### config.mk
export PLATFORM = sky130hd
export DESIGN_NAME = prio_irq_ctrl
export DESIGN_NICKNAME = d
export VERILOG_FILES = /design/src/rtl/prio_irq_pkg.sv /design/src/rtl/irq_latch_bank.sv /design/src/rtl/irq_mask_gate.sv /design/src/rtl/irq_prio_sel.sv /design/src/rtl/irq_enable_ctl.sv /design/src/rtl/prio_irq_ctrl.sv
export SDC_FILE = /design/constraint.sdc
export NUM_CORES = 1
export LEC_CHECK = 0
export CORE_MARGIN = 10
export CORE_UTILIZATION = 45
export CTS_CLUSTER_DIAMETER = 30
export DETAILED_ROUTE_END_ITERATION = 16
export DONT_BUFFER_PORTS = 1
export HOLD_SLACK_MARGIN = 0.03
export MAX_ROUTING_LAYER = met4
export REMOVE_ABC_BUFFERS = 1
export SETUP_SLACK_MARGIN = 0.5
export SLEW_MARGIN = 20
export SYNTH_ARGS = -nofsm -noshare
export SYNTH_HDL_FRONTEND = slang
export SYNTH_SLANG_ARGS = --single-unit
### constraint.sdc
create_clock -name clk -period 1.9 [get_ports clk]
set_clock_uncertainty 0.2 [all_clocks]
set_input_delay 0.38 -clock clk [delete_from_list [all_inputs] [get_ports clk]]
set_output_delay 0.38 -clock clk [all_outputs]
set_load 0.005 [all_outputs]
### src/rtl/prio_irq_pkg.sv
// Shared helpers for the priority interrupt controller.
// Assumes source 0 is the unmaskable source.
package prio_irq_pkg;

    // Mask bit that governs source idx (idx >= 1); sources past the mask share its top bit.
    function automatic int mask_bit_of(input int idx, input int mask_w);
        if (idx - 1 < mask_w)
            return idx - 1;
        return mask_w - 1;
    endfunction

endpackage

### src/rtl/irq_latch_bank.sv
// Pending-request bits, one per source.
// A request sets a bit; a clear vector resets it. A request beats a clear in the same cycle.
// Assumes the clear vector already merges the software clears and the accept clear.
module irq_latch_bank #(
    parameter int NSRC = 6
) (
    input  logic            clk,
    input  logic            rst_n,
    input  logic [NSRC-1:0] req_in,
    input  logic [NSRC-1:0] clr_vec,
    output logic [NSRC-1:0] lat_q
);

    // Update the pending bits: set by request, else cleared by the clear vector.
    always_ff @(posedge clk) begin
        if (!rst_n)
            lat_q <= '0;
        else
            lat_q <= (lat_q & ~clr_vec) | req_in;
    end

endmodule

### src/rtl/irq_mask_gate.sv
// Mask register and per-source eligibility.
// Source 0 bypasses the mask. Source i >= 1 uses the mask bit given by the package helper.
module irq_mask_gate #(
    parameter int NSRC   = 6,
    parameter int MASK_W = 4
) (
    input  logic              clk,
    input  logic              rst_n,
    input  logic              mask_we,
    input  logic [MASK_W-1:0] mask_d,
    input  logic [NSRC-1:0]   lat_q,
    output logic [NSRC-1:0]   elig
);
    import prio_irq_pkg::*;

    logic [MASK_W-1:0] mask_q;

    // Hold the mask register; software loads it with a write strobe.
    always_ff @(posedge clk) begin
        if (!rst_n)
            mask_q <= '0;
        else if (mask_we)
            mask_q <= mask_d;
    end

    assign elig[0] = lat_q[0];

    for (genvar i = 1; i < NSRC; i++) begin : g_gate
        localparam int MB = mask_bit_of(i, MASK_W);
        assign elig[i] = lat_q[i] & mask_q[MB];
    end

endmodule

### src/rtl/irq_prio_sel.sv
// Fixed-priority selector: the lowest eligible index wins.
// Gives the index, a one-hot of the winner and a pending flag gated by the global enable.
module irq_prio_sel #(
    parameter int NSRC  = 6,
    parameter int IDX_W = 3
) (
    input  logic [NSRC-1:0]  elig,
    input  logic             ei_q,
    output logic             pend,
    output logic [IDX_W-1:0] sel_idx,
    output logic [NSRC-1:0]  sel_oh
);

    // Scan from high to low so that the lowest eligible index is written last.
    always_comb begin
        sel_idx = '0;
        sel_oh  = '0;
        for (int i = NSRC - 1; i >= 0; i--) begin
            if (elig[i]) begin
                sel_idx = IDX_W'(i);
                sel_oh  = NSRC'(1) << i;
            end
        end
    end

    // A request reaches the core only while the global enable is set.
    assign pend = ei_q & (|elig);

endmodule

### src/rtl/irq_enable_ctl.sv
// Global enable flip-flop and stack-frame flag.
// An accept clears the enable and sets the flag, and wins over a return or an enable command.
module irq_enable_ctl (
    input  logic clk,
    input  logic rst_n,
    input  logic ack_fire,
    input  logic rti,
    input  logic ei_set,
    output logic ei_q,
    output logic sf_q
);

    // Global enable: cleared by an accept, set by a return or an enable command.
    always_ff @(posedge clk) begin
        if (!rst_n)
            ei_q <= 1'b0;
        else if (ack_fire)
            ei_q <= 1'b0;
        else if (rti || ei_set)
            ei_q <= 1'b1;
    end

    // Stack-frame flag: set by an accept, cleared by a return.
    always_ff @(posedge clk) begin
        if (!rst_n)
            sf_q <= 1'b0;
        else if (ack_fire)
            sf_q <= 1'b1;
        else if (rti)
            sf_q <= 1'b0;
    end

endmodule

### src/rtl/prio_irq_ctrl.sv
// Masked fixed-priority interrupt controller, top level.
// Assumes the core holds irq_ack for one cycle and saves and restores its own context.
module prio_irq_ctrl #(
    parameter int NSRC     = 6,
    parameter int MASK_W   = 4,
    parameter int VEC_W    = 8,
    parameter int VEC_BASE = 16,
    localparam int IDX_W   = (NSRC > 1) ? $clog2(NSRC) : 1
) (
    input  logic              clk,
    input  logic              rst_n,
    input  logic [NSRC-1:0]   req_in,
    input  logic              clr_we,
    input  logic [NSRC-1:0]   clr_pat,
    input  logic              mask_we,
    input  logic [MASK_W-1:0] mask_d,
    input  logic              ei_set,
    input  logic              irq_ack,
    input  logic              rti,
    output logic              irq_req,
    output logic [VEC_W-1:0]  vec_out,
    output logic [IDX_W-1:0]  src_out,
    output logic              sf_out
);

    logic [NSRC-1:0] lat_q;
    logic [NSRC-1:0] elig;
    logic [NSRC-1:0] sel_oh;
    logic [NSRC-1:0] clr_vec;
    logic            ei_q;
    logic            ack_fire;

    assign ack_fire = irq_ack & irq_req;
    assign clr_vec  = (clr_we ? clr_pat : '0) | (ack_fire ? sel_oh : '0);

    irq_latch_bank #(.NSRC(NSRC)) u_lat (
        .clk(clk), .rst_n(rst_n), .req_in(req_in), .clr_vec(clr_vec), .lat_q(lat_q)
    );

    irq_mask_gate #(.NSRC(NSRC), .MASK_W(MASK_W)) u_mask (
        .clk(clk), .rst_n(rst_n), .mask_we(mask_we), .mask_d(mask_d),
        .lat_q(lat_q), .elig(elig)
    );

    irq_prio_sel #(.NSRC(NSRC), .IDX_W(IDX_W)) u_sel (
        .elig(elig), .ei_q(ei_q), .pend(irq_req), .sel_idx(src_out), .sel_oh(sel_oh)
    );

    irq_enable_ctl u_en (
        .clk(clk), .rst_n(rst_n), .ack_fire(ack_fire), .rti(rti), .ei_set(ei_set),
        .ei_q(ei_q), .sf_q(sf_out)
    );

    // Vector address: base plus twice the source index.
    assign vec_out = VEC_W'(VEC_BASE) + (VEC_W'(src_out) << 1);

endmodule

==> run_results.csv <==
group,metric,value,unit
grt,grtUsageTotal,10.3,%
routing,avgViaCountPerCell,5.46,
floorplan,start_util,48.5,%
routing,num_vias,502,
grt,met1_usage,10.7,%
pwr,pwr-share-seq,55.9,%
placement,dp_hpwl,1.23,mm
yosys,yosys_warnings,0,
sta,setup_tns,0,ps
min_path,min_delay_path_depth,1,
worst_setup_path,r2r-end,"u_lat.lat_q[1]$_SDFF_PN0_",
min_path,hold_end,"u_mask.mask_q[2]$_SDFFE_PN0P_",
worst_setup_path,crit_fanout,4,
pwr,max-vdd-ir-drop,0.000371,V
pwr,total_leakage_power,0.280,nW
yosys,yosysSeqAreaShare,37.6,%
layout,final_cell_mix,"6 x nor2b_1, 6 x dfxtp_1, 5 x nand2_1, 5 x conb_1, 5 x dfxtp_2",
layout,fillers,123,
layout,instances_no_fill,92,
yosys,synth_cell_types,24,
floorplan,num_rows,13,
worst_setup_path,r2r_start,"u_mask.mask_q[0]$_SDFFE_PN0P_",
clock_tree,clk_pin_slew,70,ps
yosys,synth_enable_flop_cells,0,
grt,grt_use_met3,5.45,%
yosys,async_reset_ff_share,0,%
floorplan,die_w,57.7,um
min_path,hold_class,"input port to flip-flop",
routing,dr.pass1.iters,4,
grt,grt_max_degree,10,
clock_tree,clkLatencyLatePin,270,ps
pwr,internal_power,384,uW
layout,nets,102,
yosys,synthCells,76,
sta,fmax,573,MHz
min_path,hold_path_startpoint,"rst_n",
routing,drt_first_iter_violations,8,
grt,antenna_found_initial,0,
sta,fin_crit_sh,91.9,%
floorplan,core_region_area,1320,um^2
routing,wl_per_cell,17.8,um
sta,drv_slew,0,
grt,top_usage_layer,"met2",
sta,final_hold_viol_count,0,
clock_tree,clock_sink_count,12,
yosys,ys_ff_latch,12,
layout,area_growth,11.2,%
routing,drc,0,
worst_setup_path,start_kind,"flip-flop",
floorplan,io_pins,36,
floorplan,dieArea,3330,um^2
sta,setup_viol,0,
routing,ant_nets,0,
grt,grt_pass1_wl,2.71,mm
pwr,power_frac_comb,14.4,%
sta,fin_crit,1750,ps
outcome,status,"completed",
clock_tree,cts_tree,"yes",
layout,drive_gt1_share,28.6,%
yosys,synthFlopType,"dfxtp_1",
grt,grt_use_met2,17.2,%
worst_setup_path,cp.required,1320,ps
clock_tree,cts_buffers,3,
floorplan,die_h,57.7,um
pwr,powerDensity,725,nW/um^2
placement,io_buffers,0,
placement,gp_congestion,0.722,
worst_setup_path,path_class,"flip-flop to primary output",
routing,routed_wl,1.64,mm
clock_tree,clockRootBuffer,"clkbuf_4",
layout,n_antenna_cell,0,
grt,grt-ovfl-total,0,
worst_setup_path,r2r_cells,4,
yosys,synth_area_per_cell,8.41,um^2
run,max_cap_viol_count,0,
sta,rsz0062_at_grt,"yes",
worst_setup_path,r2r_slack,600,ps
clock_tree,ctsLongestPathBuffers,2,
pwr,p_switching,132,uW
clock_tree,cts_htree_levels,1,
yosys,netlist_area,639,um^2
worst_setup_path,arrival,1170,ps
grt,grt_pass1_vias,551,
pwr,switching_share,25.6,%
pwr,clockPowerShare,29.7,%
placement,dpl.cell_count,84,
worst_setup_path,critical_path.endpoint_type,"primary output",
through the flow:
| step | area [um^2] | hold WS [ps] | util [%] | setup WS, ps | total power, mW |
|---|---|---|---|---|---|
| detailed placement | 602 | 288 | 45.7 | 295 | 0.343 |
| CTS | 676 | 30.8 | 51.3 | 138 | 0.514 |
| finish | 711 | 39.4 | 53.9 | 155 | 0.516 |
| floorplan | 583 | 252 | - | 436 | 0.332 |
| global placement | 602 | 283 | 45.7 | 327 | 0.342 |
| global route | 711 | 42.4 | 53.9 | 109 | 0.548 |
power by group through the flow:
stage	sequential, mW	clock [mW]	combinational, mW
2_1_floorplan	0.285	0	0.0467
5_1_grt	0.291	0.173	0.0847
4_1_cts	0.288	0.161	0.0660
3_3_place_gp	0.289	0	0.0537
3_5_place_dp	0.289	0	0.0541
6_report	0.288	0.153	0.0741
synthesized netlist by cell type, types with 2 or more instances:
cell / count / area share [%]
o21ai_0: 5 / 3.9
a21boi_0: 6 / 7.0
nand2_1: 7 / 4.1
buf_4: 8 / 9.4
mux2i_1: 4 / 6.3
inv_1: 2 / 1.2
a31oi_1: 3 / 2.9
dfxtp_1: 12 / 38
and3_2: 2 / 2.3
nor2b_1: 6 / 5.9
nor2_1: 2 / 1.2
conb_1: 2 / 1.2
clkbuf_1: 2 / 1.2
a21oi_1: 4 / 3.1
o21a_1: 2 / 2.3
worst max-delay path by stage:
stage,cells after the start,end,from
after global routing,3,src_out[2],u_lat.lat_q[1]$_SDFF_PN0_
after CTS,3,vec_out[3],u_mask.mask_q[0]$_SDFFE_PN0P_
final,3,vec_out[3],u_lat.lat_q[1]$_SDFF_PN0_
after detailed placement,2,vec_out[2],u_lat.lat_q[0]$_SDFF_PN0_
after global placement,3,irq_req,u_mask.mask_q[0]$_SDFFE_PN0P_
after floorplan,3,src_out[2],u_lat.lat_q[1]$_SDFF_PN0_
cell type report:
cell class                 count  area [um^2]  area share, %
multi-input combinational     55          369           51.9
sequential                    12          250           35.2
timing repair buffer           5         42.5           5.99
clock buffer                   3         22.5           3.17
tap                           15         18.8           2.64
inverter                       2         7.51           1.06
state kept, by name, summed over array words and instances (netlist names):
name	count
u_en.ei_q	1
u_en.sf_q	1
u_mask.mask_q	4
u_lat.lat_q	6
worst max-delay path, stage by stage (launching register included):
cell,delay (ps)
dfxtp_2,340
a21oi_4,180
and3_4,210
and2b_2,170
per-layer routing:
metal	wire length, um	up-vias	share of wire, %
li1	-	257	-
met1	694	220	42
met2	784	23	48
met3	151	2	9.2
met4	12	0	0.73
met5	0	-	0
timing repair:
item,CTS,global route
pin swaps,2,1
endpoints found under the setup margin,7,7
gates resized for setup,14,4
hold buffers,1,1
setup buffers,1,2
endpoints found under the hold margin,4,1
cells by family after synthesis:
kind of cell / share of synthesized area (%)
buffers and inverters: 11.7
and+or+nand+nor: 17.6
AOI/OAI and AO/OA: 25.6
other: 1.17
muxes: 6.26
DFF: 37.6
(Power assumes the default switching activity.)
